$ cat src/rtl/pswallow_pkg.sv
package pswallow_pkg;
  localparam int unsigned DEF_WORD_W = 11;
  localparam int unsigned DEF_PRE_DIV = 8;  // power of two; A field width follows it
endpackage

$ cat src/rtl/pswallow_prescaler.sv
module pswallow_prescaler #(
  parameter int unsigned PRE_DIV = 8
) (
  input  logic clk_i,
  input  logic rst_ni,
  input  logic clr_i,
  input  logic div_up_i,
  output logic tick_o
);
  localparam int unsigned CW = $clog2(PRE_DIV + 1);

  logic [CW-1:0] cnt_q;
  logic [CW-1:0] top;

  assign top    = div_up_i ? CW'(PRE_DIV) : CW'(PRE_DIV - 1);
  assign tick_o = (cnt_q == top);

  always_ff @(posedge clk_i or negedge rst_ni) begin
    if (!rst_ni)             cnt_q <= '0;
    else if (clr_i || tick_o) cnt_q <= '0;
    else                     cnt_q <= cnt_q + 1'b1;
  end
endmodule

$ cat src/rtl/pswallow_swallow_ctr.sv
module pswallow_swallow_ctr #(
  parameter int unsigned A_W = 3
) (
  input  logic           clk_i,
  input  logic           rst_ni,
  input  logic           clr_i,
  input  logic [A_W-1:0] load_i,
  input  logic           tick_i,
  output logic           active_o
);
  logic [A_W-1:0] left_q;

  assign active_o = (left_q != '0);

  always_ff @(posedge clk_i or negedge rst_ni) begin
    if (!rst_ni)                  left_q <= '0;
    else if (clr_i)               left_q <= load_i;
    else if (tick_i && active_o)  left_q <= left_q - 1'b1;
  end
endmodule

$ cat src/rtl/pswallow_main_ctr.sv
module pswallow_main_ctr #(
  parameter int unsigned M_W = 8
) (
  input  logic           clk_i,
  input  logic           rst_ni,
  input  logic           clr_i,
  input  logic           tick_i,
  input  logic [M_W-1:0] m_i,
  output logic           last_o
);
  logic [M_W-1:0] cnt_q;

  assign last_o = tick_i && (cnt_q == (m_i - M_W'(1)));

  always_ff @(posedge clk_i or negedge rst_ni) begin
    if (!rst_ni)           cnt_q <= '0;
    else if (clr_i)        cnt_q <= '0;
    else if (tick_i)       cnt_q <= last_o ? '0 : cnt_q + 1'b1;
  end
endmodule

$ cat src/rtl/pswallow_fbdiv.sv
module pswallow_fbdiv
  import pswallow_pkg::*;
#(
  parameter int unsigned WORD_W  = DEF_WORD_W,
  parameter int unsigned PRE_DIV = DEF_PRE_DIV
) (
  input  logic              clk_i,
  input  logic              rst_ni,
  input  logic [WORD_W-1:0] modulus_i,
  output logic              pulse_o,
  output logic              illegal_o
);
  localparam int unsigned A_W = $clog2(PRE_DIV);
  localparam int unsigned M_W = WORD_W - A_W;

  logic [M_W-1:0] m_in;
  logic [A_W-1:0] a_in;
  logic           bad_in;

  assign m_in   = modulus_i[WORD_W-1:A_W];
  assign a_in   = modulus_i[A_W-1:0];
  assign bad_in = (m_in == '0) || (M_W'(a_in) > m_in);

  logic           load_q, illegal_q, pulse_q;
  logic [M_W-1:0] m_q;
  logic           tick, last, swallow_on, cyc_end, load;

  // word is taken only at start-up, at a cycle end, or while stalled on an illegal word
  assign cyc_end = last && !load_q && !illegal_q;
  assign load    = load_q || illegal_q || cyc_end;

  always_ff @(posedge clk_i or negedge rst_ni) begin
    if (!rst_ni) begin
      load_q    <= 1'b1;
      illegal_q <= 1'b0;
      pulse_q   <= 1'b0;
      m_q       <= '0;
    end else begin
      load_q  <= 1'b0;
      pulse_q <= cyc_end;
      if (load) begin
        m_q       <= m_in;
        illegal_q <= bad_in;
      end
    end
  end

  pswallow_prescaler #(.PRE_DIV(PRE_DIV)) u_pre (
    .clk_i    (clk_i),
    .rst_ni   (rst_ni),
    .clr_i    (load),
    .div_up_i (swallow_on),
    .tick_o   (tick)
  );

  pswallow_swallow_ctr #(.A_W(A_W)) u_swl (
    .clk_i    (clk_i),
    .rst_ni   (rst_ni),
    .clr_i    (load),
    .load_i   (a_in),
    .tick_i   (tick),
    .active_o (swallow_on)
  );

  pswallow_main_ctr #(.M_W(M_W)) u_main (
    .clk_i  (clk_i),
    .rst_ni (rst_ni),
    .clr_i  (load),
    .tick_i (tick),
    .m_i    (m_q),
    .last_o (last)
  );

  assign pulse_o   = pulse_q;
  assign illegal_o = illegal_q;
endmodule

$ cat config.mk
export PLATFORM = sky130hd
export DESIGN_NAME = pswallow_fbdiv
export DESIGN_NICKNAME = d
export VERILOG_FILES = /design/src/rtl/pswallow_pkg.sv /design/src/rtl/pswallow_prescaler.sv /design/src/rtl/pswallow_swallow_ctr.sv /design/src/rtl/pswallow_main_ctr.sv /design/src/rtl/pswallow_fbdiv.sv
export SDC_FILE = /design/constraint.sdc
export NUM_CORES = 1
export LEC_CHECK = 0
export BUFFER_PORTS_ARGS = -buffer_cell sky130_fd_sc_hd__buf_2
export CAP_MARGIN = 20
export CELL_PAD_IN_SITES_DETAIL_PLACEMENT = 1
export CELL_PAD_IN_SITES_GLOBAL_PLACEMENT = 2
export CORE_ASPECT_RATIO = 1.25
export CORE_MARGIN = 2
export CORE_UTILIZATION = 41
export DETAILED_ROUTE_END_ITERATION = 12
export GPL_TIMING_DRIVEN = 1
export HOLD_SLACK_MARGIN = 0.12
export PLACE_DENSITY = 0.82
export REMOVE_ABC_BUFFERS = 1
export SYNTH_ARGS = -nofsm -noshare
export SYNTH_HDL_FRONTEND = slang
export SYNTH_SLANG_ARGS = --single-unit
$ cat constraint.sdc
create_clock -name clk_i -period 5.6 [get_ports clk_i]
set_clock_uncertainty 0.05 [all_clocks]
set_input_delay 0.56 -clock clk_i [delete_from_list [all_inputs] [get_ports clk_i]]
set_output_delay 0.56 -clock clk_i [all_outputs]
set_load 0.005 [all_outputs]
# Word level (Yosys, flattened, before mapping)

Index checks and enable logic that the tools add are counted.

Bits in latches: 0
Word-level logic and storage cells: 35
Output and inout bits: 2
Bits in writable memories: 0
Memories: 0
ROM bits: 0
Register bits after elaboration: 26
Bits of input ports: 13

Reductions and logical operators: 14
Add/sub/neg operators: 4
Order comparisons: 1
Eq/ne operators: 2
$mul: 0
Shifts and indexed selects: 0
Multiplexer cells: 7
Bitwise logic cells: 0
Divide/modulo/power cells: 0

Operators by type and width:

| operator                                          | number |
|---|---|
| 2-to-1 mux 8 bit                                  | 3 |
| adder 8 x 1 -> 8 bit (second input constant)      | 1 |
| equality test 8 bit                               | 1 |
| greater-than comparator 3 x 8 -> 1 bit            | 1 |
| zero test 8 bit                                   | 1 |
| 2-to-1 mux 4 bit                                  | 2 |
| subtractor 8 x 1 -> 8 bit (second input constant) | 1 |
| 2-to-1 mux 3 bit                                  | 2 |
| adder 4 x 1 -> 4 bit (second input constant)      | 1 |
| equality test 4 bit                               | 1 |
| logical AND 1 bit                                 | 4 |
| logical OR 1 bit                                  | 4 |
| nonzero test 2 bit                                | 2 |
| nonzero test 3 bit                                | 1 |
| subtractor 3 x 1 -> 3 bit (second input constant) | 1 |
| zero test 1 bit                                   | 2 |

# Depth between registers and ports, before layout

Depth after elaboration: 9
Gate-level depth with buffers: 10
Gate-level depth less buffers: 9

# By module

From an unflattened synthesis, not the netlist that was laid out.

Cells, all modules: 163
Area total of the unflattened synthesis: 1635.3 µm²

Modules (own cells, without submodules):

| module               | area an instance (µm²) | times used | cells each | sequential area each (µm²) |
|---|---|---|---|---|
| pswallow_main_ctr    | 726.9                  | 1          | 85         | 200.2 |
| pswallow_fbdiv       | 506.7                  | 1          | 39         | 276.5 |
| pswallow_prescaler   | 205.2                  | 1          | 17         | 100.1 |
| pswallow_swallow_ctr | 196.4                  | 1          | 22         | 75.1 |

# Worst setup path after synthesis

Ideal clock, no wire load.

Kind: reg-to-reg
Start point: register u_swl.left_q[0]
End point: register m_q[0]
Cell stages (with the launch flop): 11
Required time: 5425 ps
Path buffers: 1
Library setup time: 125 ps
Slack: 3381 ps
Clock period less this slack: 2219 ps
Arrival time: 2044 ps
Path through: dfrtp_1 inv_1 ha_1 ha_1 nor4_4 a22oi_4 nor2_1 and4_1 a21boi_2 buf_6 mux2_4

Longest elaborated chain between the ends: 7

RTL lines:

| element                        | RTL line                   | text |
|---|---|---|
| start, declared                | pswallow_swallow_ctr.sv:11 | `logic [A_W-1:0] left_q;` |
| start signal, assigned         | pswallow_swallow_ctr.sv:17 | `else if (clr_i) left_q <= load_i;` |
| start signal, assigned         | pswallow_swallow_ctr.sv:18 | `else if (tick_i && active_o) left_q <= left_q - 1'b1;` |
| nonzero test 3 bit             | pswallow_swallow_ctr.sv:13 | `assign active_o = (left_q != '0);` |
| 2-to-1 mux 4 bit               | pswallow_prescaler.sv:15   | `assign top = div_up_i ? CW'(PRE_DIV) : CW'(PRE_DIV - 1);` |
| equality test 4 bit            | pswallow_prescaler.sv:16   | `assign tick_o = (cnt_q == top);` |
| logical AND 1 bit              | pswallow_main_ctr.sv:13    | `assign last_o = tick_i && (cnt_q == (m_i - M_W'(1)));` |
| logical AND 1 bit (2 in a row) | pswallow_fbdiv.sv:29       | `assign cyc_end = last && !load_q && !illegal_q;` |
| logical OR 1 bit               | pswallow_fbdiv.sv:30       | `assign load = load_q \|\| illegal_q \|\| cyc_end;` |
| end signal, assigned           | pswallow_fbdiv.sv:42       | `m_q <= m_in;` |
| end, declared                  | pswallow_fbdiv.sv:25       | `logic [M_W-1:0] m_q;` |

No other way between the ends.
A chain may end at the register's enable or synchronous reset.

# Worst setup path after layout

Start point: register u_swl.left_q[0]
End point: register m_q[7]

Same word-level chain as after synthesis.

==> results.json <==
{
  "r2r_slack_ns": 2.97,
  "p_leak_nw": 0.8519,
  "ys_ff_latch": 26,
  "worst_pin_slew_ns": 0.5722,
  "routedWlPerCell_um": 15.20,
  "numCtsBuffers": 3,
  "dieWidth_um": 58.87,
  "finalPower_w": 0.0003883,
  "n_fill_cell": 395,
  "grt_pass1_wl_um": 5257,
  "dp_hpwl_um": 2291,
  "syn_area_sq_um": 1543,
  "post-route-min-period_ns": 2.632,
  "path_max_fanout": 13,
  "pre_cts_ws_ns": 2.605,
  "first_global_vias": 1090,
  "worstSetupPathType": "reg -> reg",
  "port_buffers": 14,
  "layout_setup_ws_ns": 2.968,
  "synth_top_area_share_pct": 40.55,
  "hold_violations": 0,
  "setup_viol": 0,
  "ys.flop_type": "dfrtp_1",
  "rsz0062_at_grt": "no",
  "wirelength_um": 2949,
  "routabilityCongestion": 0.7661,
  "first_iter_violations": 9,
  "clk_path_buf_depth": 2,
  "maxCapViolCount": 0,
  "drc": 0,
  "yosysWarnings": 0,
  "avgSynthCellArea_sq_um": 11.10,
  "maxSlewViolCount": 0,
  "syn_inst": 139,
  "dr.pass1.iters": 4,
  "synth_cell_types": 34,
  "ctsResizeCount": 0,
  "clk_latency_ns": 0.27,
  "r2r_start": "u_swl.left_q[0]",
  "fin_setup_tns_ns": 0,
  "drive_above_1_share_pct": 21.29,
  "crit_required_ns": 5.71,
  "die_area_sq_um": 4272,
  "post-route-period-util_pct": 47.00,
  "end_kind": "flop",
  "ir_worst_vdd_v": 0.0001245,
  "die_h_um": 72.58,
  "nNetsFinal": 177,
  "synth_common_cells": "dfrtp_1 (25), xnor2_1 (14), inv_1 (9), mux2_4 (9), nor2_1 (9)",
  "vias": 1036,
  "fp.coreArea_sq_um": 3543,
  "r2r-end": "m_q[7]",
  "htree_num_levels": 1,
  "grt_overflow": 0,
  "relSlewSlack_pct": 61.85,
  "cts_root_buffer": "clkbuf_8",
  "multi_input_area_sq_um": 837.1,
  "synth_area_leader_cell": "dfrtp_1",
  "cts_tree": "done",
  "antenna_cells": 0,
  "fmax_mhz": 380.0,
  "ant_nets": 0,
  "clk_pin_slew_ns": 0.09,
  "grt.total_usage_pct": 16.08,
  "regArea_sq_um": 651.9,
  "critPathArrivalTime_ns": 2.75,
  "synth_edf_count": 0,
  "post_cts_buffers": 0,
  "start_util_pct": 43.54,
  "hold_buffers": 0,
  "syn2layout_area_growth_pct": 10.30,
  "rows": 24,
  "ys_seq_area_share_pct": 42.25,
  "io-pin-count": 15,
  "fin_util_pct": 48.02,
  "viasPerCell": 5.340,
  "hp-class": "in -> async",
  "start_kind": "flop",
  "grt_max_degree": 27,
  "status": "completed",
  "r2r_cells": 10,
  "synth.most_common_cell": "dfrtp_1",
  "async_flop_share_pct": 100.0,
  "antenna_found_initial": 0,
  "powerDensity_nw_per_um2": 228.2,
  "clock_sinks": 26,
  "synthTopCellsByArea": "dfrtp_1 (41%), mux2_4 (8.8%), xnor2_1 (7.9%), ha_1 (6.5%), xor2_1 (4.0%)"
}
## kinds of logic after synthesis
| logic type | after synthesis | share of synthesized area, % |
|---|---|---|
| fa+ha+maj | 8 | 6.488 |
| buf+inv | 12 | 3.487 |
| simple gates | 46 | 18.41 |
| mux | 13 | 11.35 |
| other cells | 1 | 0.2431 |
| compound gates | 12 | 5.840 |
| flops | 26 | 42.25 |
| xor+xnor | 21 | 11.92 |
## worst max path at each step
| stage | startpoint | slack (ns) | depth (start not counted) | end |
|---|---|---|---|---|
| CTS | u_swl.left_q[0] | 2.60 | 9 | u_swl.left_q[2] |
| global placement | u_swl.left_q[0] | 2.71 | 9 | m_q[7] |
| detailed placement | u_swl.left_q[0] | 2.61 | 9 | u_swl.left_q[2] |
| finish | u_swl.left_q[0] | 2.97 | 10 | m_q[7] |
| global route | u_swl.left_q[0] | 2.74 | 10 | m_q[7] |
| floorplan | u_swl.left_q[0] | 2.97 | 9 | m_q[0] |
## registers in the layout (all words and copies together), names as in the netlist
| register | count |
|---|---|
| illegal_o | 1 |
| m_q | 8 |
| load_q | 1 |
| pulse_o | 1 |
| u_swl.left_q | 3 |
| u_main.cnt_q | 8 |
| u_pre.cnt_q | 4 |
## critical path: stages (launching register included)
cell	delay [ns]
dfrtp_1	0.37
inv_1	0.06
ha_1	0.20
ha_1	0.22
nor2b_1	0.16
a22oi_4	0.27
nor2_1	0.08
and4_1	0.19
a21boi_2	0.40
buf_8	0.23
mux2_4	0.31
## cell type report
| type | count | area share [%] |
|---|---|---|
| Clock buffer | 4 | 2.647 |
| Inverter | 9 | 1.985 |
| Multi-Input combinational cell | 101 | 49.19 |
| Sequential cell | 26 | 38.31 |
| Tap cell | 39 | 2.868 |
| Timing Repair Buffer | 15 | 5.000 |
## where the power goes
group / leakage (nW) / internal (W) / switching, W
Clock: 0.0228 / 0.0000508 / 0.0000572
Sequential: 0.332 / 0.000198 / 0.0000124
Combinational: 0.497 / 0.0000368 / 0.0000329
## stage by stage
step           instances  area (sq um)  hold slack, ns
4_1_cts              193          1687          0.2453
6_report             194          1702          0.2250
3_3_place_gp         189          1642          0.4690
3_5_place_dp         189          1642          0.4941
5_1_grt              194          1702          0.2665
2_1_floorplan        136          1523          0.2144
## cell usage in the layout (no fill, tap or decap), types with 2 or more instances in the layout
cell      count
mux2_4        9
buf_2        14
dfrtp_1      25
nand3_1       3
and2_1        7
clkbuf_8      3
nand2b_1      2
ha_1          8
inv_1         9
nor2_1        9
o21ai_1       2
and3_1        4
o21ai_0       2
mux2i_1       4
a21oi_1       3
xor2_1        7
nor3b_1       3
nor4_2        2
nor3_1        4
nor2b_1       5
xnor2_1      14
nand2_1       3
## per-layer routing
metal	share of wire, %	up-vias	global-route usage (%)
met5	0	-	0
met4	1.2	0	5.051
met3	2.2	2	2.305
met2	51	17	26.05
met1	46	512	22.08
li1	-	505	-
Note: power is estimated with default switching activity, not from simulation.
